**src/rtl/supv_pkg.sv**
```systemverilog
package supv_pkg;
  // Recovery phase of the reset sequencer; PH_PWR also blanks the warning output
  typedef enum logic [1:0] {
    PH_RUN = 2'd0,
    PH_PWR = 2'd1,
    PH_MAN = 2'd2
  } phase_e;
endpackage

```
**src/rtl/supv_sync.sv**
```systemverilog
module supv_sync #(
  parameter int   STAGES  = 2,
  parameter logic RST_VAL = 1'b1
) (
  input  logic clk,
  input  logic rst,
  input  logic d_i,
  output logic q_o
);
  logic [STAGES-1:0] sh_q;

  always_ff @(posedge clk) begin
    if (rst) sh_q <= {STAGES{RST_VAL}};
    else     sh_q <= {sh_q[STAGES-2:0], d_i};
  end

  assign q_o = sh_q[STAGES-1];
endmodule

```
**src/rtl/supv_mr_qual.sv**
```systemverilog
module supv_mr_qual #(
  parameter int MIN_PULSE_CYC = 25
) (
  input  logic clk,
  input  logic rst,
  input  logic mr_s_n_i,
  output logic mr_act_o
);
  localparam int W = $clog2(MIN_PULSE_CYC + 1);
  localparam logic [W-1:0] LAST = W'(MIN_PULSE_CYC - 1);

  logic [W-1:0] lo_cnt_q;
  logic         act_q;

  // Consecutive-low counter; any high sample clears it and drops the request
  always_ff @(posedge clk) begin
    if (rst || mr_s_n_i) begin
      lo_cnt_q <= '0;
      act_q    <= 1'b0;
    end else if (lo_cnt_q == LAST) begin
      act_q    <= 1'b1;
    end else begin
      lo_cnt_q <= lo_cnt_q + 1'b1;
    end
  end

  assign mr_act_o = act_q;
endmodule

```
**src/rtl/supv_recov.sv**
```systemverilog
module supv_recov
  import supv_pkg::*;
#(
  parameter int RECOV_CYC = 5_000_000
) (
  input  logic clk,
  input  logic rst,
  input  logic vlow_i,
  input  logic mr_act_i,
  output logic rst_n_o,
  output logic blank_o
);
  localparam int CW = $clog2(RECOV_CYC + 1);
  localparam logic [CW-1:0] LAST = CW'(RECOV_CYC - 1);

  phase_e        ph_q;
  logic [CW-1:0] cnt_q;

  always_ff @(posedge clk) begin
    if (rst || vlow_i) begin
      ph_q  <= PH_PWR;
      cnt_q <= '0;
    end else if (mr_act_i) begin
      // restart; a power-return window keeps its blanking tag
      if (ph_q == PH_RUN) ph_q <= PH_MAN;
      cnt_q <= '0;
    end else if (ph_q != PH_RUN) begin
      if (cnt_q == LAST) begin
        ph_q  <= PH_RUN;
        cnt_q <= '0;
      end else begin
        cnt_q <= cnt_q + 1'b1;
      end
    end
  end

  assign rst_n_o = (ph_q == PH_RUN);
  assign blank_o = (ph_q == PH_PWR);
endmodule

```
**src/rtl/supv_pfw.sv**
```systemverilog
module supv_pfw (
  input  logic clk,
  input  logic rst,
  input  logic vdead_i,
  input  logic vlow_i,
  input  logic blank_i,
  input  logic cmp_low_i,
  output logic pfw_n_o
);
  logic pfw_q;

  always_ff @(posedge clk) begin
    if (rst)                     pfw_q <= 1'b1;
    else if (vdead_i)            pfw_q <= 1'b0;
    else if (blank_i && !vlow_i) pfw_q <= 1'b1;
    else                         pfw_q <= ~cmp_low_i;
  end

  assign pfw_n_o = pfw_q;
endmodule

```
**src/rtl/supv_reset_pfo.sv**
```systemverilog
module supv_reset_pfo #(
  parameter int RECOV_CYC     = 5_000_000,
  parameter int MIN_PULSE_CYC = 25,
  parameter int SYNC_STAGES   = 2
) (
  input  logic clk,
  input  logic rst,
  input  logic vlow_i,
  input  logic vdead_i,
  input  logic pfcmp_low_i,
  input  logic mr_n_i,
  output logic rst_n_o,
  output logic pfw_n_o
);
  logic mr_s_n;
  logic mr_act;
  logic blank;

  supv_sync #(.STAGES(SYNC_STAGES), .RST_VAL(1'b1)) u_sync (
    .clk(clk), .rst(rst), .d_i(mr_n_i), .q_o(mr_s_n)
  );

  supv_mr_qual #(.MIN_PULSE_CYC(MIN_PULSE_CYC)) u_qual (
    .clk(clk), .rst(rst), .mr_s_n_i(mr_s_n), .mr_act_o(mr_act)
  );

  supv_recov #(.RECOV_CYC(RECOV_CYC)) u_recov (
    .clk(clk), .rst(rst), .vlow_i(vlow_i), .mr_act_i(mr_act),
    .rst_n_o(rst_n_o), .blank_o(blank)
  );

  supv_pfw u_pfw (
    .clk(clk), .rst(rst), .vdead_i(vdead_i), .vlow_i(vlow_i),
    .blank_i(blank), .cmp_low_i(pfcmp_low_i), .pfw_n_o(pfw_n_o)
  );
endmodule

```
**config.mk**
```make
export PLATFORM = sky130hd
export DESIGN_NAME = supv_reset_pfo
export DESIGN_NICKNAME = d
export VERILOG_FILES = /design/src/rtl/supv_pkg.sv /design/src/rtl/supv_sync.sv /design/src/rtl/supv_mr_qual.sv /design/src/rtl/supv_recov.sv /design/src/rtl/supv_pfw.sv /design/src/rtl/supv_reset_pfo.sv
export SDC_FILE = /design/constraint.sdc
export NUM_CORES = 1
export LEC_CHECK = 0
export ABC_AREA = 1
export ABC_CLOCK_PERIOD_IN_PS = 2000
export BUFFER_PORTS_ARGS = -buffer_cell sky130_fd_sc_hd__buf_2
export CAP_MARGIN = 20
export CELL_PAD_IN_SITES_DETAIL_PLACEMENT = 1
export CELL_PAD_IN_SITES_GLOBAL_PLACEMENT = 1
export CORE_ASPECT_RATIO = 0.8
export CORE_MARGIN = 2
export CORE_UTILIZATION = 44
export CTS_CLUSTER_SIZE = 20
export DETAILED_ROUTE_END_ITERATION = 10
export GPL_TIMING_DRIVEN = 0
export PLACE_DENSITY_LB_ADDON = 0.1
export SLEW_MARGIN = 0
export SYNTH_ARGS = -nofsm -noshare
export SYNTH_HDL_FRONTEND = slang
export SYNTH_HIERARCHICAL = 1
export SYNTH_SLANG_ARGS = --single-unit
```
**constraint.sdc**
```tcl
create_clock -name clk -period 2 [get_ports clk]
set_clock_uncertainty 0.2 [all_clocks]
set_input_delay 0 -clock clk [delete_from_list [all_inputs] [get_ports clk]]
set_output_delay 0 -clock clk [all_outputs]
set_load 0.05 [all_outputs]
```
==> qor.txt, run 1 <==
Status: finished, final reports clean
Max-slew violations: 0
WL/cell: 12.9 um
Internal Power: 1.20 mW
Fillers: 570
DP Cell Count: 339
Postcts setup bufs: 0
DRT Pass-1 Iters: 4
Peak per-stage delay on the critical path: 0.37 ns
Clock latency on the worst-skew pair: 0.29 ns
Cts bufs inserted: 5
Global route overflow: 0
Num rows: 21
Syn_nets: 284
Worst-margin pin slew: 0.324 ns
H-tree Lvls: 2
Max VDD drop: 0.000462 V
Initial DRC count: 59
Highest Clock Rate: 568 MHz
Critical-path maximum fanout: 4
Post-cts resize count: 0
Post-layout nets: 303
Clock Sinks: 34
Ant. Diodes: 0
Port Buffers: 7
Core Area: 4200 um^2
Most used cell, CP: nand2_1
Via count: 1,707
Routed Antenna Nets: 0
Hold Path Class: reg -> reg
CTS max path bufs: 2
Post-synthesis sequential area ratio: 0.353
Crit path DAT: 1.79 ns
Final Hold Violating Endpoints: 0
Layout cells sized above 1: 0.186
Clock network power share: 0.511
Num ports: 8
DR vias/cell: 4.85
Clk slew on worst S/H paths: 0.08 ns
Setup violations, final: 0
Yosys top cell area share: 0.353
Die height: 63.2 um
# DRC: 0
Fin crit share: 0.881
Final wirelength: 4530 um
Post-Syn Area: 1930 um^2
Reg power frac: 0.454
Initial Util: 0.458
Vias in the first global route: 1,840
Largest net degree at the start of global routing: 13
Combinational Power Share: 0.035
Crit end category: flop
Crit Path Category: reg -> reg
RSZ-0062 raised after global routing: no
Die width: 78.0 um
Mapped Cells: 275
Sw Pwr: 305 uW
Synth warnings: 6
CP max-delay cell: dfxtp_1
Total GRT Usage: 0.213
Pwr per Cell Area: 679 nW/um^2
Hold Buf Count CTS: 5
Switch share: 0.203
Pre-CTS WS: 0.249 ns
LEAKAGE: 0.923 nW
Yosys top cell by area: dfxtp_1
Tot Pwr: 1.51 mW
GPL Wtd Cong: 0.800
CP startpoint kind: flop
Synth area leaders: dfxtp_1, nand2_1, nor2_1, inv_1, nand3_1
Syn Area/Cell: 7.00 um^2
Syn-to-layout area delta: 15.3%
Clock Tree Root: clkbuf_8
DIE AREA: 4920 um^2
Max cap viols: 0
Fin util: 0.528
First-pass GRT wire length: 8320 um
Critical Path RT: 2.03 ns
Yosys reg bits: 34
Finished Layout Cells: 352
Detail Placement HPWL: 3520 um
Critical path, cell by cell: ha_1 > nand2_1 > nor2_2 > nand4_2 > nor2_4 > nand2_2 > nand2_1 > nand2_1 > nor2_1
Synth cell types: 31
Setup TNS: 0 ns
Max-slew headroom at the worst pin: 0.783
Tmin final: 1.76 ns
Initial antenna violation count: 0
Worst setup margin: 0.239 ns
CTS tree: built
-- routing by layer --
layer | global-route usage | vias to the layer above | share of wire
met5 | 0 | - | 0
met2 | 0.360 | 8 | 0.46
li1 | - | 890 | -
met1 | 0.278 | 802 | 0.51
met4 | 0.0526 | 0 | 0.011
met3 | 0.0473 | 7 | 0.017
-- synth_stat cells, drive strengths merged --
cell	number
ha	3
nand2	63
nor2	66
a21oi	7
and3	1
o21ai	7
and2	1
dfxtp	34
buf	2
a31oi	2
or2	1
nor3	6
nand4	8
inv	43
xnor2	4
xor2	5
mux2i	1
nand3	21
-- placed cells by master, fill, tap and decap left out, types with 3 or more instances in the layout --
master and instances:
xor2_1 5, inv_1 35, nor2_4 7, nor2_1 54, nand4_1 7, dfxtp_1 34, ha_1 3, inv_2 8
dlygate4sd3_1 5, nor3_1 3, buf_2 7, o21ai_0 4, nand3_1 20, a21oi_1 7, clkbuf_8 5, xnor2_1 4
nor2_2 4, nand2_1 54, nand2_2 7
-- kinds of logic (layout without fill, tap and decap cells) --
family | Yosys count | count (layout) | share of synthesized area
AOI/OAI and AO/OA | 16 | 16 | 0.0526
xor gates and xnor gates | 9 | 9 | 0.0409
adders and majority gates | 3 | 3 | 0.0195
buffers and inverters | 45 | 65 | 0.0955
DFF | 34 | 34 | 0.353
muxes | 1 | 1 | 0.00520
and+or+nand+nor | 167 | 167 | 0.433
-- final cells by class --
class	instances	area, um^2	area share
inverter	43	161	0.0727
timing repair buffer	12	85.1	0.0383
tap	57	71.3	0.0321
buffer	2	22.5	0.0101
clock buffer	5	68.8	0.0310
sequential	34	681	0.307
multi-input combinational	196	1060	0.478
clock inverter	3	68.8	0.0310
-- worst paths after layout --
check	startpoint	end	slack, ns	cells past startpoint
min reg2reg	u_sync/sh_q[0]	u_sync/sh_q[1]	0.23	2
max	u_recov/cnt_q[0]	u_recov/cnt_q[14]	0.24	9
min	u_sync/sh_q[0]	u_sync/sh_q[1]	0.23	2
max reg2reg	u_recov/cnt_q[0]	u_recov/cnt_q[14]	0.24	9
-- per-stage QoR --
stage | cell area, um^2 | hold slack [ns]
6_report | 2220 | 0.227
5_1_grt | 2220 | 0.249
4_1_cts | 2220 | 0.234
3_5_place_dp | 2030 | 0.000731
3_3_place_gp | 2030 | -0.0315
2_1_floorplan | 1930 | -0.115
-- critical path, delay by kind of cell, from the launching register on --
| family | cells | cell delay, ns |
|---|---|---|
| fa+ha+maj | 1 | 0.21 |
| simple gates | 8 | 0.92 |
| flops | 1 | 0.37 |
-- power by group through the flow --
stage               combinational (mW)  sequential [mW]  clock (mW)
floorplan                       0.0246            0.705           0
global placement                0.0422            0.701           0
detailed placement              0.0450            0.701           0
CTS                             0.0525            0.685       0.786
global route                    0.0596            0.686       0.828
finish                          0.0527            0.685       0.770
-- registers in the layout (all words and copies together), names as in the netlist --
register / flops
u_pfw/pfw_n_o: 1
u_qual/lo_cnt_q: 5
u_qual/mr_act_o: 1
u_recov/ph_q: 2
u_sync/sh_q: 2
u_recov/cnt_q: 23
Power figures use the tool's default switching activity.
==> run 2: changes to the inputs <==
Settings changed: ABC_CLOCK_PERIOD_IN_PS 2000 to unset, CORE_ASPECT_RATIO 0.8 to 1.75, CORE_UTILIZATION 44 to 35.
==> qor.txt, run 2 (same netlist as run 1, synthesis figures left out) <==
Critical-path maximum fanout: 4 (unchanged)
RSZ-0062 raised after global routing: no
Routed Antenna Nets: 0 (unchanged)
Detail Placement HPWL: 3750 um (+6.4%)
Crit end category: flop
FF/Latch Area: 681 um^2 (unchanged)
Ant. Diodes: 0 (unchanged)
Reg power frac: 0.541 (+0.087)
CTS max path bufs: 2 (unchanged)
Layout cells sized above 1: 0.183 (-0.00339)
Critical path, cell by cell: ha_1 > nand2_1 > nor2_2 > nand4_2 > nor2_4 > nand2_2 > nand2_1 > nand2_1 > nor2_1
Footprint of the multi-input gates: 1060 um^2 (unchanged)
Die height: 102 um (+62%)
Final Hold Violating Endpoints: 0 (unchanged)
Core Area: 5300 um^2 (+26%)
Syn-to-layout area delta: 14.0%
DIE AREA: 6130 um^2 (+25%)
Max VDD drop: 0.000326 V (-29%)
Most frequent cells in the layout: nand2_1, nor2_1, inv_1, dfxtp_1, nand3_1
Clock latency on the worst-skew pair: 0.28 ns (about the same)
Vias in the first global route: 1,762 (-4.2%)
Delay-heaviest family, CP: simple AND/OR/NAND/NOR gates
Critical Path RT: 2.03 ns (about the same)
Tmin final: 1.73 ns (-0.0287 ns)
Die width: 60.1 um (-23%)
Status: finished, final reports clean
Combinational Power Share: 0.040 (+0.005)
Postcts setup bufs: 0 (unchanged)
Max-slew headroom at the worst pin: 0.739 (-0.0438)
Hold Path Class: reg -> reg
Max reg flops: 23 (unchanged)
Top flop regs: u_recov/cnt_q (23), u_qual/lo_cnt_q (5)
CTS tree: built
Num rows: 35 (+67%)
Initial Util: 0.363 (-0.0946)
Setup TNS: 0 ns (unchanged)
LEAKAGE: 0.902 nW (-2.2%)
Initial antenna violation count: 0 (unchanged)
Crit path DAT: 1.76 ns (-0.03 ns)
Total GRT Usage: 0.177 (-0.0362)
Peak per-stage delay on the critical path: 0.37 ns (about the same)
Initial DRC count: 25 (-58%)
Num ports: 8 (unchanged)
Top reg by flops: u_recov/cnt_q
Crit Path Category: reg -> reg
Sw Pwr: 286 uW (-6.3%)
Crit path buffers/inverters: 0 (unchanged)
Pwr per Cell Area: 577 nW/um^2 (-15%)
Clock Sinks: 34 (unchanged)
Max cap viols: 0 (unchanged)
First-pass GRT wire length: 8010 um (-3.7%)
Largest net degree at the start of global routing: 11 (-2)
WL/cell: 12.7 um (-1.2%)
# DRC: 0 (unchanged)
Most used cell, CP: nand2_1
H-tree Lvls: 2 (unchanged)
Fin crit share: 0.866 (-0.0144)
Post-layout nets: 303 (unchanged)
Final wirelength: 4690 um (+3.6%)
Port Buffers: 7 (unchanged)
DRT Pass-1 Iters: 4 (unchanged)
Switch share: 0.226 (+0.0233)
Worst-margin pin slew: 0.390 ns (+0.0655 ns)
Internal Power: 981 uW (-18%)
Worst setup margin: 0.267 ns (+0.0287 ns)
Via count: 1,724 (+1.0%)
CP startpoint kind: flop
Highest Clock Rate: 577 MHz (+1.7%)
Global route overflow: 0 (unchanged)
Clock network power share: 0.419 (-0.092)
GPL Wtd Cong: 0.753 (-5.9%)
Pre-CTS WS: 0.225 ns (-0.0237 ns)
Clk slew on worst S/H paths: 0.07 ns (about the same)
DR vias/cell: 4.67 (-3.7%)
CP max-delay cell: dfxtp_1
Fillers: 700 (+23%)
Setup violations, final: 0 (unchanged)
Clock Tree Root: clkbuf_8
Max-slew violations: 0 (unchanged)
Cts bufs inserted: 5 (unchanged)
run 2: worst paths after layout:
kind	to	from	depth (start not counted)	slack (ns)
worst max-delay path	u_recov/cnt_q[14]	u_recov/cnt_q[0]	9	0.27
worst min-delay path	u_sync/sh_q[1]	u_sync/sh_q[0]	2	0.22
worst max register to register	u_recov/cnt_q[14]	u_recov/cnt_q[0]	9	0.27
worst min register to register	u_sync/sh_q[1]	u_sync/sh_q[0]	2	0.22
run 2: through the flow:
| stage | power (mW) | hold slack (ns) | utilization | instance area, um^2 | cells |
|---|---|---|---|---|---|
| 2_1_floorplan | 0.730 | -0.115 | - | 1930 | 275 |
| 3_3_place_gp | 0.744 | -0.0320 | 0.387 | 2050 | 356 |
| 3_5_place_dp | 0.745 | -0.0201 | 0.387 | 2050 | 356 |
| 4_1_cts | 1.29 | 0.230 | 0.414 | 2190 | 369 |
| 5_1_grt | 1.33 | 0.250 | 0.414 | 2190 | 369 |
| 6_report | 1.27 | 0.221 | 0.414 | 2190 | 369 |
run 2: power groups by stage:
| stage | Clock, mW | Sequential (mW) | Combinational, mW |
|---|---|---|---|
| 3_5_place_dp | 0 | 0.701 | 0.0439 |
| 2_1_floorplan | 0 | 0.705 | 0.0246 |
| 4_1_cts | 0.556 | 0.685 | 0.0517 |
| 6_report | 0.531 | 0.685 | 0.0509 |
| 5_1_grt | 0.588 | 0.685 | 0.0588 |
| 3_3_place_gp | 0 | 0.701 | 0.0427 |
run 2: what timing repair did:
item,4_1_cts,5_1_grt
hold buffers,5,0
resized for setup,0,0
hold endpoints to repair,18,0
run 2: layout make-up:
type	count	area share
flip-flops and latches	34	0.310
well taps	74	0.0422
repair buffers	12	0.0388
inverters	43	0.0735
multi-input cells	196	0.483
clock buffers	7	0.0393
clock inverters	1	0.00228
plain buffers	2	0.0103
run 2: layer usage:
layer,GRT usage,vias up,wire length (um),share of wire
met5,0,-,0,0
met4,0.0701,0,108,0.023
met3,0.0278,7,71,0.015
met2,0.347,14,2750,0.59
met1,0.176,815,1760,0.37
li1,-,888,-,-
run 2: worst reg2reg max path: stages, from the launching register on:
cell     delay, ns
dfxtp_1       0.37
ha_1          0.20
nand2_1       0.09
nor2_2        0.22
nand4_2       0.17
nor2_4        0.18
nand2_2       0.07
nand2_1       0.06
nand2_1       0.05
nor2_1        0.09
==> run 3: changes to the inputs <==
Settings changed: ABC_AREA 1 to unset, CORE_UTILIZATION 35 to 46.
==> qor.txt, run 3 <==
Crit Path Category: reg -> reg
Vias in the first global route: 1,742 (-1.1%)
First-pass GRT wire length: 8170 um (+2.0%)
Critical-path maximum fanout: 10 (+6)
Pre-CTS WS: -0.236 ns (-0.461 ns)
Die height: 83.6 um (-18%)
H-tree Lvls: 2 (unchanged)
Routed Antenna Nets: 0 (unchanged)
CTS tree: built
Syn-to-layout area delta: 34.2%
Fillers: 404 (-42%)
Synth top cells by count: dfxtp_1, a21oi_1, nor2_1
Crit end category: flop
Post-synthesis adder-cell area fraction: 0.0226 (+0.00306)
Syn Area/Cell: 8.76 um^2 (+25%)
Post-synth EDFFs: 0 (unchanged)
Most common cell after layout, fill and taps aside: dfxtp_1
Tot Pwr: 1.26 mW (-0.71%)
Clock latency on the worst-skew pair: 0.30 ns (+0.02 ns)
Post-synthesis sequential area ratio: 0.409 (+0.0555)
Initial Util: 0.485 (+0.121)
Fin util: 0.651 (+0.236)
Core Area: 3430 um^2 (-35%)
Top sig layer: met4
DR vias/cell: 6.14 (+31%)
Max-slew headroom at the worst pin: 0.652 (-0.0875)
Final Instance Area: 2230 um^2 (+1.8%)
Critical Path RT: 2.02 ns (about the same)
Count leader, synth: dfxtp_1
Hold_ws: 0.216 ns (-0.00471 ns)
Status: finished, violations left
Yosys top cell by area: dfxtp_1
Final wirelength: 5680 um (+21%)
DIE AREA: 4130 um^2 (-33%)
CP startpoint kind: flop
Final Hold Violating Endpoints: 0 (unchanged)
Die width: 49.5 um (-18%)
Compound-Gate Fraction of Synth Area: 0.166 (+0.114)
Placed instance area: 1810 um^2 (-12%)
Most used DFF post-synth: dfxtp_1
Mapped Cells: 190 (-31%)
Crit path DAT: 2.06 ns (+0.30 ns)
Worst-margin pin slew: 0.518 ns (+0.129 ns)
Clk slew on worst S/H paths: 0.08 ns (about the same)
Cts bufs inserted: 5 (unchanged)
Global route overflow: 0 (unchanged)
DRT Pass-1 Iters: 4 (unchanged)
Met2 WL post-DR: 3250 um (+18%)
Top reg by flops: u_recov/cnt_q
Metal3 WL: 167 um (+140%)
Tmin final: 2.04 ns (+0.304 ns)
Layout cells sized above 1: 0.368 (+0.185)
# DRC: 0 (unchanged)
Highest Clock Rate: 491 MHz (-15%)
Most frequent cells in the layout: dfxtp_1, buf_4, nand2_1, o21ai_0
Max cap viols: 0 (unchanged)
Yosys reg bits: 34 (unchanged)
Total GRT Usage: 0.254 (+0.0766)
Initial DRC count: 64 (+160%)
Synth cell types: 40 (+29%)
Port Buffers: 7 (unchanged)
Worst setup margin: -0.0365 ns (-0.304 ns)
Fin crit share: 1.02 (+0.152)
Max reg flops: 23 (unchanged)
Setup violations, final: 16 (+16)
Max VDD drop: 0.000409 V (+25%)
GPL Wtd Cong: 0.767 (+1.8%)
CTS max path bufs: 2 (unchanged)
Initial antenna violation count: 0 (unchanged)
Largest net degree at the start of global routing: 11 (unchanged)
Post-Synth XOR/XNOR Area: 0.0474 (+0.00643)
Yosys top cell area share: 0.409 (+0.0555)
Simple-gate share of the synthesized area: 0.285 (-0.148)
Met1 wire length: 2090 um (+19%)
RSZ-0062 raised after global routing: yes
Synth warnings: 6 (unchanged)
Detail Placement HPWL: 3080 um (-18%)
WL/cell: 20.8 um (+64%)
Top flop regs: u_recov/cnt_q (23), u_qual/lo_cnt_q (5)
Clock Tree Root: clkbuf_8
Max-slew violations: 0 (unchanged)
Ant. Diodes: 0 (unchanged)
Ys async rst share: 0 (unchanged)
Combinational family with the most area after synthesis: simple AND/OR/NAND/NOR gates
Pwr per Cell Area: 563 nW/um^2 (-2.4%)
Synth area leaders: dfxtp_1, a21oi_1, o21ai_0, nand3_1, nand4_1
Num rows: 28 (-20%)
Clock Sinks: 34 (unchanged)
Num ports: 8 (unchanged)
Syn_nets: 199 (-30%)
Failing checks: negative setup slack
Post-layout nets: 236 (-22%)
Post-synthesis mux area share: 0.0316 (+0.0264)
Post-Syn Area: 1660 um^2 (-14%)
Hold Path Class: reg -> reg
LEAKAGE: 0.695 nW (-23%)
Via count: 1,675 (-2.8%)
==> run 3: cell types whose count changed after synthesis, moves of 7 or more <==
| cell | change |
|---|---|
| nor2_4 | -7 |
| nand2_2 | -7 |
| nand2_1 | -42 |
| o21ai_0 | +8 |
| inv_1 | -27 |
| a21oi_1 | +7 |
| or3_1 | +7 |
| nand3_1 | -10 |
| inv_2 | -8 |
| nor2_1 | -41 |
==> run 3: worst paths after layout <==
| check | start | end | slack [ns] | cells after the start |
|---|---|---|---|---|
| worst max-delay path | u_recov/cnt_q[0] | u_recov/cnt_q[20] | -0.04 | 6 |
| worst min-delay path | u_sync/sh_q[0] | u_sync/sh_q[1] | 0.22 | 1 |
| worst max register to register | u_recov/cnt_q[0] | u_recov/cnt_q[20] | -0.04 | 6 |
| worst min register to register | u_sync/sh_q[0] | u_sync/sh_q[1] | 0.22 | 1 |
==> run 3: final cells by class <==
type                       instances  area, um^2  share of cell area
multi-input combinational        141        1040               0.468
sequential                        34         723               0.324
timing repair buffer              32         251               0.113
clock buffer                       8        80.1              0.0359
tap                               45        56.3              0.0252
buffer                             5        47.5              0.0213
inverter                           8        30.0              0.0134
==> run 3: repair_timing <==
action	in CTS	in global routing
pin swaps	7	7
gates cloned	0	1
setup buffers	12	5
gates resized for setup	21	31
endpoints found under the hold margin	6	0
endpoints found under the setup margin	16	17
hold buffers	7	0
==> run 3: stage by stage <==
stage | setup TNS (ns) | instances
global placement | -2.30 | 242
finish | -0.235 | 273
global route | -0.954 | 273
CTS | -0.0445 | 269
detailed placement | -2.61 | 242
floorplan | 0 | 190
==> run 3: cells by family (layout without fill, tap and decap cells) <==
kind of cell | Yosys count | count (layout)
simple gates | 82 | 82
compound gates | 43 | 43
flops | 34 | 34
buf+inv | 15 | 53
xor+xnor | 9 | 9
mux | 4 | 4
fa+ha+maj | 3 | 3
==> run 3: report_power, final <==
| part | leakage [nW] | switching, mW | total [mW] | internal [mW] |
|---|---|---|---|---|
| registers | 0.285 | 0.00387 | 0.676 | 0.672 |
| logic | 0.371 | 0.0426 | 0.0801 | 0.0375 |
| clock network | 0.0395 | 0.255 | 0.503 | 0.248 |
==> run 3: critical path, cell delays in order (launching register included) <==
cell	delay [ns]
dfxtp_4	0.36
ha_4	0.16
o211ai_4	0.10
or4_4	0.43
buf_6	0.15
or3_1	0.39
a21oi_2	0.16
==> run 3: routing by layer <==
layer / up-vias / global-route usage
met5: - / 0
li1: 778 / -
met2: 54 / 0.491
met3: 22 / 0.0448
met1: 821 / 0.257
met4: 0 / 0.0985
